==> src/rtl/dncmd_mailbox.sv <==
module dncmd_mailbox #(
  parameter int AW = 8
) (
  input  logic          clk,
  input  logic          rst_n,
  input  logic          reg_wr,
  input  logic [AW-1:0] reg_addr,
  input  logic [31:0]   reg_wdata,
  output logic [31:0]   reg_rdata,
  output logic          cmd_valid,
  output logic [31:0]   cmd_hdr0,
  output logic [31:0]   cmd_hdr1,
  output logic [31:0]   cmd_hdr2,
  output logic [31:0]   cmd_data,
  input  logic          cmd_done,
  input  logic [5:0]    done_err,
  input  logic [31:0]   done_rdata
);
  localparam logic [AW-1:0] OFS_H0  = AW'('h00);
  localparam logic [AW-1:0] OFS_H1  = AW'('h04);
  localparam logic [AW-1:0] OFS_H2  = AW'('h08);
  localparam logic [AW-1:0] OFS_DAT = AW'('h0C);
  localparam logic [AW-1:0] OFS_STS = AW'('h70);
  localparam int BUSY_BIT = 3;
  localparam int DONE_BIT = 28;
  localparam int NF_BIT   = 6;
  localparam logic [31:0] STS_MASK = 32'h1000_0077;
  localparam logic [2:0]  TYPE_GETCFG = 3'd1;

  logic        busy;
  logic [31:0] h0_q, h1_q, d_q, sts_q;
  logic [7:0]  h2_q;

  logic wr_h0, wr_h1, wr_h2, wr_dat, wr_sts, finish, launch, drop;
  logic [31:0] sts_set, sts_clr;

  assign wr_h0  = reg_wr && reg_addr == OFS_H0;
  assign wr_h1  = reg_wr && reg_addr == OFS_H1 && !busy;
  assign wr_h2  = reg_wr && reg_addr == OFS_H2 && !busy;
  assign wr_dat = reg_wr && reg_addr == OFS_DAT && !busy;
  assign wr_sts = reg_wr && reg_addr == OFS_STS;
  assign finish = busy && cmd_done;
  assign launch = wr_h0 && !busy && reg_wdata[BUSY_BIT];
  assign drop   = wr_h0 && busy;

  always_comb begin
    sts_set = '0;
    if (finish) begin
      sts_set[DONE_BIT] = 1'b1;
      sts_set[0] = done_err[0];
      sts_set[1] = done_err[1];
      sts_set[2] = done_err[2];
      sts_set[4] = done_err[3];
      sts_set[5] = done_err[4];
      sts_set[6] = done_err[5];
    end
    if (drop) sts_set[NF_BIT] = 1'b1;
  end

  assign sts_clr = wr_sts ? (reg_wdata & STS_MASK) : '0;

  always_ff @(posedge clk) begin
    if (!rst_n) begin
      busy  <= 1'b0;
      h0_q  <= '0;
      h1_q  <= '0;
      h2_q  <= '0;
      d_q   <= '0;
      sts_q <= '0;
    end else begin
      if (wr_h0 && !busy) begin
        h0_q <= reg_wdata & ~(32'd1 << BUSY_BIT);
        busy <= reg_wdata[BUSY_BIT];
      end else if (finish) begin
        busy <= 1'b0;
      end
      if (wr_h1) h1_q <= reg_wdata;
      else if (finish && h0_q[2:0] == TYPE_GETCFG) h1_q <= done_rdata;
      if (wr_h2)  h2_q <= reg_wdata[7:0];
      if (wr_dat) d_q  <= reg_wdata;
      sts_q <= (sts_q & ~sts_clr) | sts_set;
    end
  end

  assign cmd_valid = busy;
  assign cmd_hdr0  = {h0_q[31:4], busy, h0_q[2:0]};
  assign cmd_hdr1  = h1_q;
  assign cmd_hdr2  = {24'd0, h2_q};
  assign cmd_data  = d_q;

  always_comb begin
    case (reg_addr)
      OFS_H0:  reg_rdata = cmd_hdr0;
      OFS_H1:  reg_rdata = h1_q;
      OFS_H2:  reg_rdata = {24'd0, h2_q};
      OFS_DAT: reg_rdata = d_q;
      OFS_STS: reg_rdata = sts_q;
      default: reg_rdata = '0;
    endcase
  end

  AST_LAUNCH_VALID: assert property (@(posedge clk) disable iff (!rst_n)
    (reg_wr && reg_addr == OFS_H0 && reg_wdata[BUSY_BIT] && !cmd_valid) |=> cmd_valid);
  AST_DONE_ENDS: assert property (@(posedge clk) disable iff (!rst_n)
    (cmd_valid && cmd_done) |=> (!cmd_valid && sts_q[DONE_BIT]));
  AST_BUSY_DROP_FLAG: assert property (@(posedge clk) disable iff (!rst_n)
    (reg_wr && reg_addr == OFS_H0 && cmd_valid) |=> sts_q[NF_BIT]);
  AST_CMD_STABLE: assert property (@(posedge clk) disable iff (!rst_n)
    (cmd_valid && !cmd_done) |=> $stable({cmd_hdr0, cmd_hdr1, cmd_hdr2, cmd_data}));
  AST_W1C_CLEARS: assert property (@(posedge clk) disable iff (!rst_n)
    (reg_wr && reg_addr == OFS_STS && !(cmd_valid && cmd_done))
      |=> ((sts_q & $past(reg_wdata)) == 32'd0));
endmodule

==> config.mk <==
export PLATFORM = sky130hd
export DESIGN_NAME = dncmd_mailbox
export DESIGN_NICKNAME = d
export VERILOG_FILES = /design/src/rtl/dncmd_mailbox.sv
export SDC_FILE = /design/constraint.sdc
export NUM_CORES = 1
export LEC_CHECK = 0
export BUFFER_PORTS_ARGS = -buffer_cell sky130_fd_sc_hd__buf_2
export CAP_MARGIN = 0
export CORE_MARGIN = 1.5
export CORE_UTILIZATION = 36
export CTS_CLUSTER_SIZE = 8
export DETAILED_ROUTE_END_ITERATION = 10
export PLACE_DENSITY_LB_ADDON = 0.08
export SYNTH_ARGS = -nofsm -noshare
export SYNTH_HDL_FRONTEND = slang
export SYNTH_SLANG_ARGS = --single-unit
==> constraint.sdc <==
create_clock -name clk -period 4.91 [get_ports clk]
set_input_delay 1.2275 -clock clk [delete_from_list [all_inputs] [get_ports clk]]
set_output_delay 1.2275 -clock clk [all_outputs]
set_load 0.005 [all_outputs]
==> results of run 1 <==
## worst max-delay path, cell delays in order
cell and delay [ns]:
buf_2 0.63, buf_4 0.42, mux2i_1 0.13, or2_2 0.29, a21oi_1 0.13, buf_2 0.13
## Yosys cell counts (2+ instances only)
library cell / count
dfxtp_1: 111
a21oi_1: 100
clkbuf_1: 90
nand4_1: 73
o31ai_1: 71
a31oi_1: 33
o21ai_0: 33
nand2_1: 32
nand3b_1: 32
o41ai_1: 32
buf_4: 25
mux2i_1: 24
or2_2: 24
a22oi_1: 13
buf_2: 8
o22ai_1: 8
mux2_2: 6
a311oi_1: 5
buf_1: 5
and3_1: 3
buf_6: 3
nand2b_1: 3
and2_1: 2
and4b_1: 2
mux4_2: 2
nand4b_1: 2
nor2b_1: 2
nor3_1: 2
or4_1: 2
## layer usage
metal	vias to the layer above	global-route usage [%]	wire length, um
li1	3189	-	-
met3	40	4.77	1580
met2	292	42.5	11500
met4	0	10.1	628
met1	3514	37.4	11500
met5	-	0	0
## cells in the final DEF (no fill, tap or decap), types with 3 or more instances in the layout
cell type | Yosys | final
conb_1 | 1 | 24
clkbuf_16 | 0 | 9
a22oi_1 | 13 | 13
a31oi_1 | 33 | 33
a311oi_1 | 5 | 5
nand2b_1 | 3 | 3
bufinv_16 | 0 | 3
o21ai_0 | 33 | 33
mux2_2 | 6 | 6
o31ai_1 | 71 | 71
a21oi_1 | 100 | 100
nand4_1 | 73 | 73
nand3b_1 | 32 | 32
nand2_1 | 32 | 32
buf_2 | 8 | 218
o41ai_1 | 32 | 32
mux2i_1 | 24 | 24
buf_4 | 25 | 22
o22ai_1 | 8 | 8
or2_2 | 24 | 24
and3_1 | 3 | 3
dfxtp_1 | 111 | 110
## power by group through the flow
stage / registers [mW] / logic [mW] / clock network (mW)
after floorplan: 0.923 / 0.109 / 0
after global placement: 0.923 / 0.184 / 0
after detailed placement: 0.923 / 0.186 / 0
after CTS: 0.902 / 0.187 / 0.888
after global routing: 0.902 / 0.205 / 0.926
final: 0.902 / 0.191 / 0.883
## worst min path at each step
stage,end,cells after the start,from
after detailed placement,sts_q[6],2,sts_q[6]
after floorplan,sts_q[6],2,sts_q[6]
after global placement,sts_q[6],2,sts_q[6]
final,sts_q[6],2,sts_q[6]
after CTS,sts_q[6],2,sts_q[6]
after global routing,sts_q[6],2,sts_q[6]
## sequential cells by signal, summed over array words and instances, names as in the netlist
| signal | count |
|---|---|
| cmd_data | 32 |
| cmd_hdr1 | 32 |
| cmd_valid | 1 |
| h0_q | 31 |
| h2_q | 8 |
| sts_q | 7 |
## final cells by class
type	count	area, sq um	area share [%]
clock buffer	11	253	3.30
antenna	1	2.50	0.0327
inverter	1	3.75	0.0490
clock inverter	5	104	1.36
timing repair buffer	240	1260	16.4
multi-input combinational	540	3530	46.2
sequential	111	2220	29.0
tap	225	282	3.68
## kinds of logic after synthesis
family                 Yosys count
AO/OA/AOI/OAI                  296
buffers and inverters          132
flip-flops                     111
multiplexers                    32
other                            1
AND/OR/NAND/NOR                188
## stage by stage
step | util (%) | hold slack, ns | power (mW)
floorplan | - | 0.447 | 1.03
global placement | 42.6 | 0.459 | 1.11
detailed placement | 42.6 | 0.471 | 1.11
CTS | 44.7 | 0.481 | 1.98
global route | 44.7 | 0.510 | 2.03
finish | 44.7 | 0.491 | 1.98
==> out/results.env, run 1 <==
TOTAL_SWITCHING_POWER_mW=0.497
VIA_COUNT=7035
TIGHTEST_PIN_TRANSITION_NS=0.878
SYNTH_SEQUENTIAL_AREA_RATIO_PCT=35.5
FIN_SETUP_TNS_NS=0
P_COMB_SHARE_PCT=9.7
FINCLKSKEW_NS=0.00655
AVGSYNTHCELLAREA_SQ_UM=8.23
COMBINATIONAL_FAMILY_WITH_THE_MOST_AREA_AFTER_SYNTHESIS='compound AO/OA/AOI/OAI gates'
SYNTH_SEQ_CELLS=111
CLOCK_POWER_SHARE_PCT=44.7
CLKSINKCOUNT=111
CTS-HTREE-LEVELS=3
SLEW_VIOL_FINAL=0
TOTAL_ROUTING_USAGE_GR_PCT=27.1
NUM_ROWS=48
HOLDBUFCOUNTCTS=0
HOLD_PATH_CLASS='reg2reg'
SYNTH_COMPOUND_GATE_AREA_SHARE_PCT=30.2
GLOBALPLACE.CONGESTION=0.862
SYNTH_SIMPLE_GATE_AREA_SHARE_PCT=18.7
DRT_ITER0_MARKERS=554
OVERFLOW=0
ROUTED_VIA_DENSITY=6.20
X_DIMENSION_OF_THE_DIE_UM=135
CTS_POST_SETUP_BUFFERS_INSERTED=0
DIEAREA_SQ_UM=18200
TOTAL_OF_BUFFERS_PLACED_ON_INPUT_AND_OUTPUT_PORTS=218
SYNTH_XOR_AREA_SHARE_PCT=0
WORSTPATHARRIVAL_NS=2.97
FIRST_PASS_GRT_WIRE_LENGTH_MM=38.7
SW_FRAC_OF_TOTAL_PCT=25.2
CLOCK_ROOT_BUFFER_MASTER='clkbuf_16'
START_UTIL_PCT=36.5
STDCELL_AREA_SQ_UM=7660
SETUP.WORST_PATH.CLASS='in2out'
P_LEAK_nW=2.90
GRT_MAX_DEGREE=60
RSZ_0062_RAISED_AFTER_GLOBAL_ROUTING='false'
FIRST_GLOBAL_VIAS=6573
WORST_R2R_ENDPOINT='cmd_data[2]'
LAYOUT-DRIVE-GT1-SHARE_PCT=32.6
TIMING.FINAL.CRIT_PERIOD_NS=4.20
MAX-CAP-VIOLATIONS=0
CTS-RESIZED-GATES=0
TRITONCTS='built'
SYN2LAYOUT_AREA_GROWTH_PCT=22.5
HOLD_VIOLATIONS=0
DETAILED_PLACE.AREA_SQ_UM=7300
CELLINTERNALPOWER_mW=1.48
SYNTH_AREA_LEADERS='dfxtp_1, o31ai_1, a21oi_1'
FINISH.NET_COUNT=985
NETLIST_AREA_SQ_UM=6250
WORST_SETUP_HOLD_PATH_CLK_SLEW_NS=0.07
CTS-BUFFERS-INSERTED=9
WORST_SETUP_PATH_STARTPOINT='reg_addr[2]'
POST-PLACE-WS_NS=0.733
OUTCOME='finished, final reports clean'
N_FILL_CELL=1781
STARTPOINT_TYPE='input pin'
FINAL-SETUP-VIOL-COUNT=0
DIEHEIGHT_UM=135
BOUNDARYPINS=243
DETAILED_PLACE_HPWL_MM=16.5
SYNTHFLOPTYPE='dfxtp_1'
DRT-WIRELENGTH-PER-CELL_UM=22.2
YS_WARN_COUNT=0
INITIAL_ANTENNA_VIOLATION_COUNT=1
SYNTHMUXAREASHARE_PCT=5.64
SEQ_PWR_SHARE_PCT=45.6
CRITICAL_PATH.REG2REG.STARTPOINT='cmd_valid'
SYNTH_EDF_COUNT=0
FMAXACHIEVABLE_GHz=0.238
WORST_SLEW_MARGIN_REL_PCT=41.3
CLK_PATH_BUF_DEPTH=2
YS_ASYNC_SR_FRACTION_PCT=0
CRITICAL_PATH_REQUIRED_NS=3.68
PLACEABLECOREAREA_SQ_UM=17100
POWERDENSITY_nW_PER_UM2=258
WORST_SLACK_NS=0.712
CLK-INSERTION-DELAY-LATE_NS=0.36
ROUTED_WIRELENGTH_MM=25.2
DRT_DRC_VIOLATIONS_LEFT=0
POST_SYNTH_INST_COUNT=760
FINAL_CYCLE_SHARE_PCT=85.5
SYNTH_TOP_AREA_SHARE_PCT=35.5
CRITICAL_PATH.ENDPOINT_TYPE='primary output'
NETLIST.TOP_CELL.BY_AREA='dfxtp_1'
POST_LAYOUT_NONFILLER_INSTANCES=1134
DRT_PASS1_ITERATIONS=4
WORST-R2R-SETUP-SLACK_NS=2.64
IR_WORST_VDD_uV=183
ADDER_AND_MAJORITY_GATE_PORTION_OF_THE_SYNTHESIZED_AREA_PCT=0
YS_TYPES=41
PLACE.DETAILED.INSTANCES=1117
FINAL_ANTENNA_NET_COUNT=0
CP-ENDPOINT='reg_rdata[22]'
CRIT_PATH_MAX_FANOUT=28
WORST-R2R-CELL-COUNT=4
(Power assumes the default switching activity.)
==> run 2, diff against run 1 <==
Settings changed: PLACE_DENSITY set to 0.68, PLACE_DENSITY_LB_ADDON 0.08 to not set.
==> run 2 against run 1 <==
  * Combinational power is essentially flat
  * Global-route usage shrank 1.0 points
  * Routed wire length shrank 3.4%
  * Setup slack gained 0.18 ns
  * Cell count grew 0.18%
  * Core utilization shrank 0.18 points
  * Critical path depth is the same
  * Highest routed layer unchanged
==> out/results.env, run 2 (synthesized netlist as in run 1, its figures left out) <==
INITIAL_ANTENNA_VIOLATION_COUNT=0
CLKSINKCOUNT=111
CTS-RESIZED-GATES=0
WORST_SLACK_NS=0.894
FINAL_CYCLE_SHARE_PCT=81.8
POST-PLACE-WS_NS=0.921
DR.MAX_LAYER_USED='met4'
ROUTED_WIRELENGTH_MM=24.4
CRITICAL_PATH.ENDPOINT_TYPE='primary output'
DETAILED_PLACE.AREA_SQ_UM=7340
WORST-R2R-SETUP-SLACK_NS=2.41
CTS_POST_SETUP_BUFFERS_INSERTED=0
GLOBALPLACE.CONGESTION=0.831
START_UTIL_PCT=36.5
HOLD_VIOLATIONS=0
WORST_SETUP_HOLD_PATH_CLK_SLEW_NS=0.07
ROUTE.MET2.WL_MM=11.4
FINISH.NET_COUNT=988
WL_MET3_MM=2.01
CP_TOP_FAMILY='buffers and inverters'
CRITICAL_PATH.SLOWEST_CELL='buf_2'
METAL_1_WL_MM=10.3
BOUNDARYPINS=243
FINCLKSKEW_NS=0.00694
WORST_HOLD_PATH.NUM_CELLS=2
RSZ_0062_RAISED_AFTER_GLOBAL_ROUTING='false'
STARTPOINT_TYPE='input pin'
SLEW_VIOL_FINAL=0
CRITICAL_PATH.N_BUFFERS_INVERTERS=3
FINAL_ANTENNA_NET_COUNT=0
DRT_PASS1_ITERATIONS=6
TOTAL_ROUTING_USAGE_GR_PCT=26.1
HOLDBUFCOUNTCTS=0
STDCELL_AREA_SQ_UM=7630
WORSTPATHARRIVAL_NS=2.79
NUM_ROWS=48
WORST-R2R-CELL-COUNT=4
CLK_PATH_BUF_DEPTH=2
LAYOUT_COMMON_CELLS='buf_2, dfxtp_1, a21oi_1'
DRT_ITER0_MARKERS=638
WORST_SLEW_MARGIN_REL_PCT=40.6
OVERFLOW=0
PLACE.DETAILED.INSTANCES=1120
GRT_MAX_DEGREE=77
DRT_DRC_VIOLATIONS_LEFT=0
SETUP.WORST_PATH.CLASS='in2out'
VIA_COUNT=6987
TOTAL_OF_BUFFERS_PLACED_ON_INPUT_AND_OUTPUT_PORTS=218
P_LEAK_nW=2.89
CLOCK_ROOT_BUFFER_MASTER='clkbuf_16'
CRIT_PATH_MAX_FANOUT=26
DRT-WIRELENGTH-PER-CELL_UM=21.4
POWERDENSITY_nW_PER_UM2=242
CTS-BUFFERS-INSERTED=9
FIRST_PASS_GRT_WIRE_LENGTH_MM=37.1
TRITONCTS='built'
DIEHEIGHT_UM=135
FIRST_GLOBAL_VIAS=6463
TIMING.CRITICAL_PATH.CELLS='buf_2, buf_4, mux2i_1, or2_2, a21oi_1, buf_2'
CLK-INSERTION-DELAY-LATE_NS=0.36
CP.DEPTH=6
CP_SLOWEST_STAGE_DELAY_NS=0.57
OUTCOME='finished, final reports clean'
TIMING.CRITICAL_PATH.MODE_CELL='buf_2'
CTS-HTREE-LEVELS=3
FINAL-SETUP-VIOL-COUNT=0
LAYOUT_COMMONEST_CELL='buf_2'
MAX-CAP-VIOLATIONS=0
LAYOUT-DRIVE-GT1-SHARE_PCT=32.7
CRITICAL_PATH_REQUIRED_NS=3.68
X_DIMENSION_OF_THE_DIE_UM=135
TIGHTEST_PIN_TRANSITION_NS=0.889
ROUTED_VIA_DENSITY=6.15
SYN2LAYOUT_AREA_GROWTH_PCT=22.0
DIEAREA_SQ_UM=18200
POST_LAYOUT_NONFILLER_INSTANCES=1136
PLACEABLECOREAREA_SQ_UM=17100
ANTENNADIODECOUNT=0
HOLD_PATH_CLASS='reg2reg'
DETAILED_PLACE_HPWL_MM=15.6
TIMING.FINAL.CRIT_PERIOD_NS=4.02
FMAXACHIEVABLE_GHz=0.249
FIN_SETUP_TNS_NS=0
IR_WORST_VDD_uV=162
-- run 2: changes by cell type in the layout (fill, tap and decap cells not counted), moves of 2 or more --
cell       previous run  this run
bufinv_16             3         1
buf_4                22        24
clkbuf_1              0         2
clkinv_2              1         3
-- run 2: metrics by stage --
step	hold slack [ns]	power [mW]	util, %
detailed placement	0.477	1.11	42.9
CTS	0.487	1.85	44.6
global placement	0.466	1.11	42.9
global route	0.504	1.90	44.6
finish	0.489	1.85	44.6
floorplan	0.447	1.03	-
-- run 2: metal layers --
metal / vias up / GRT usage [%]
li1: 3196 / -
met1: 3355 / 35.1
met2: 390 / 41.3
met3: 46 / 4.73
met4: 0 / 10.9
met5: - / 0
-- run 2: cell type report --
| class | count | area (sq um) |
|---|---|---|
| Tap cell | 225 | 282 |
| Clock buffer | 12 | 246 |
| Fill cell | 1759 | 9490 |
| Timing Repair Buffer | 243 | 1290 |
| Inverter | 1 | 3.75 |
| Multi-Input combinational cell | 540 | 3540 |
| Sequential cell | 111 | 2220 |
| Clock inverter | 4 | 45.0 |
-- run 2: where the power goes --
group / total, mW / internal, mW / switching, mW / leakage (nW)
clock network: 0.751 / 0.408 / 0.343 / 0.146
logic: 0.192 / 0.0530 / 0.139 / 1.85
registers: 0.902 / 0.901 / 0.00128 / 0.894
-- run 2: tightest hold or removal path: cells and delay by family (launching register included) --
family | cells | cell delay, ns
compound gates | 2 | 0.12
flops | 1 | 0.33
-- run 2: final timing paths --
path	start	end
worst min register to register	h0_q[27]	h0_q[27]
worst max register to register	cmd_valid	cmd_hdr1[22]
worst max-delay path	reg_addr[2]	reg_rdata[23]
worst min-delay path	h0_q[27]	h0_q[27]
==> run 3, diff against run 2 <==
Clock period 4.91 ns to 4.1 ns, I/O delays scaled along.
==> run 3 against run 2 <==
  * Clock-buffer cell count grew 2
  * Power up 15%
  * Via count decreased by 0.17%
  * Core utilization is essentially flat
  * Critical path type unchanged
  * Critical endpoint is now reg_rdata[29]
  * Largest power group unchanged
==> out/results.env, run 3 (synthesized netlist as in run 1, its figures left out) <==
OUTCOME='finished, final reports clean'
HOLD_PATH_CLASS='reg2reg'
LAYOUT_COMMON_CELLS='buf_2, dfxtp_1, a21oi_1'
WORST_SLEW_MARGIN_REL_PCT=27.7
POWERDENSITY_nW_PER_UM2=279
WORSTPATHARRIVAL_NS=2.39
TOTAL_OF_BUFFERS_PLACED_ON_INPUT_AND_OUTPUT_PORTS=218
CTS-BUFFERS-INSERTED=9
STDCELL_AREA_SQ_UM=7620
CTS_POST_SETUP_BUFFERS_INSERTED=0
FIRST_GLOBAL_VIAS=6083
SETUP.WORST_PATH.CLASS='in2out'
WORST-R2R-SETUP-SLACK_NS=1.52
LAYOUT.CORE_UTILIZATION_PCT=44.5
RSZ_0062_RAISED_AFTER_GLOBAL_ROUTING='false'
PLACEABLECOREAREA_SQ_UM=17100
FINAL_ANTENNA_NET_COUNT=0
CRITICAL_PATH.REG2REG.STARTPOINT='cmd_valid'
CLOCK_ROOT_BUFFER_MASTER='clkbuf_16'
CLKSINKCOUNT=111
STARTPOINT_TYPE='input pin'
HOLDBUFCOUNTCTS=0
FINAL-SETUP-VIOL-COUNT=0
WORST_SETUP_HOLD_PATH_CLK_SLEW_NS=0.07
WORST_SETUP_PATH_STARTPOINT='reg_addr[2]'
REGISTER_AREA_SQ_UM=2220
CTS-HTREE-LEVELS=3
FINISH.NET_COUNT=991
INITIAL_ANTENNA_VIOLATION_COUNT=1
START_UTIL_PCT=36.5
FINAL_CYCLE_SHARE_PCT=83.4
SYN2LAYOUT_AREA_GROWTH_PCT=21.9
LAYOUT_COMMONEST_CELL='buf_2'
MULTI_INPUT_COMB_AREA_SQ_UM=3540
DRT_DRC_VIOLATIONS_LEFT=0
MAX-CAP-VIOLATIONS=0
CRIT_PATH_MAX_FANOUT=18
DRT_ITER0_MARKERS=779
X_DIMENSION_OF_THE_DIE_UM=135
CTS-RESIZED-GATES=0
ROUTED_WIRELENGTH_MM=24.1
FIN_SETUP_TNS_NS=0
TRITONCTS='built'
FINCLKSKEW_NS=0.00646
LAYOUT-DRIVE-GT1-SHARE_PCT=32.6
ROUTED_VIA_DENSITY=6.12
TIMING.FINAL.CRIT_PERIOD_NS=3.42
WORST_HOLD_SLACK_NS=0.490
FMAXACHIEVABLE_GHz=0.293
P_LEAK_nW=2.88
VIA_COUNT=6975
CP-ENDPOINT='reg_rdata[29]'
OVERFLOW=0
BOUNDARYPINS=243
CRITICAL_PATH.ENDPOINT_TYPE='primary output'
IR_WORST_VDD_uV=195
CLK-INSERTION-DELAY-LATE_NS=0.35
NUM_ROWS=48
CRITICAL_PATH_REQUIRED_NS=3.07
SLEW_VIOL_FINAL=0
DIEAREA_SQ_UM=18200
FIRST_PASS_GRT_WIRE_LENGTH_MM=35.9
N_FILL_CELL=1739
WORST-R2R-CELL-COUNT=4
TOTAL_ROUTING_USAGE_GR_PCT=25.4
TOTAL_POWER_mW=2.13
TIGHTEST_PIN_TRANSITION_NS=1.09
GRT_MAX_DEGREE=92
CLK_PATH_BUF_DEPTH=2
DRT_PASS1_ITERATIONS=6
GLOBALPLACE.CONGESTION=0.872
DETAILED_PLACE_HPWL_MM=15.7
DRT-WIRELENGTH-PER-CELL_UM=21.1
WORST_R2R_ENDPOINT='cmd_hdr1[26]'
HOLD_VIOLATIONS=0
DIEHEIGHT_UM=135
DETAILED_PLACE.AREA_SQ_UM=7360
## run 3: cell count changes in the layout (fill, tap and decap cells not counted), sizes merged
cell / previous run / this run
buf: 243 / 246
bufinv: 1 / 0
clkbuf: 12 / 14
clkinv: 3 / 1
diode: 0 / 1
## run 3: worst max-delay path: stages
cell and delay (ns):
buf_2 0.27, buf_4 0.38, mux2i_1 0.11, or2_2 0.27
a21oi_1 0.18, buf_2 0.14
## run 3: metal layers
| metal | up-vias | share of wire, % | global-route usage (%) |
|---|---|---|---|
| met5 | - | 0 | 0 |
| met4 | 0 | 2.1 | 8.72 |
| met3 | 43 | 8.2 | 4.77 |
| met2 | 404 | 46 | 39.7 |
| met1 | 3326 | 44 | 35.1 |
| li1 | 3202 | - | - |
## run 3: area by class of cell
class	instances	share of cell area (%)
Tap cell	225	3.69
Clock buffer	14	3.33
Inverter	1	0.0493
Sequential cell	111	29.2
Clock inverter	1	0.0657
Antenna cell	1	0.0328
Timing Repair Buffer	246	17.2
Multi-Input combinational cell	540	46.4
## run 3: worst min path at each step
stage,endpoint,cells past startpoint,start
2_1_floorplan,sts_q[6],2,sts_q[6]
3_3_place_gp,h0_q[27],2,h0_q[27]
3_5_place_dp,cmd_data[7],2,cmd_data[7]
4_1_cts,cmd_data[7],2,cmd_data[7]
5_1_grt,cmd_data[4],2,cmd_data[4]
6_report,cmd_data[7],2,cmd_data[7]
## run 3: report_power, final
group | leakage [nW] | total (mW) | switching (mW) | internal [mW]
clock network | 0.127 | 0.818 | 0.391 | 0.427
registers | 0.894 | 1.08 | 0.00151 | 1.08
logic | 1.86 | 0.231 | 0.166 | 0.0642
total | 2.88 | 2.13 | 0.559 | 1.57
## run 3: stage by stage
step | setup slack [ns] | instances
global placement | 0.699 | 1123
floorplan | 0.826 | 783
CTS | 0.672 | 1138
global route | 0.592 | 1139
detailed placement | 0.676 | 1123
finish | 0.682 | 1139
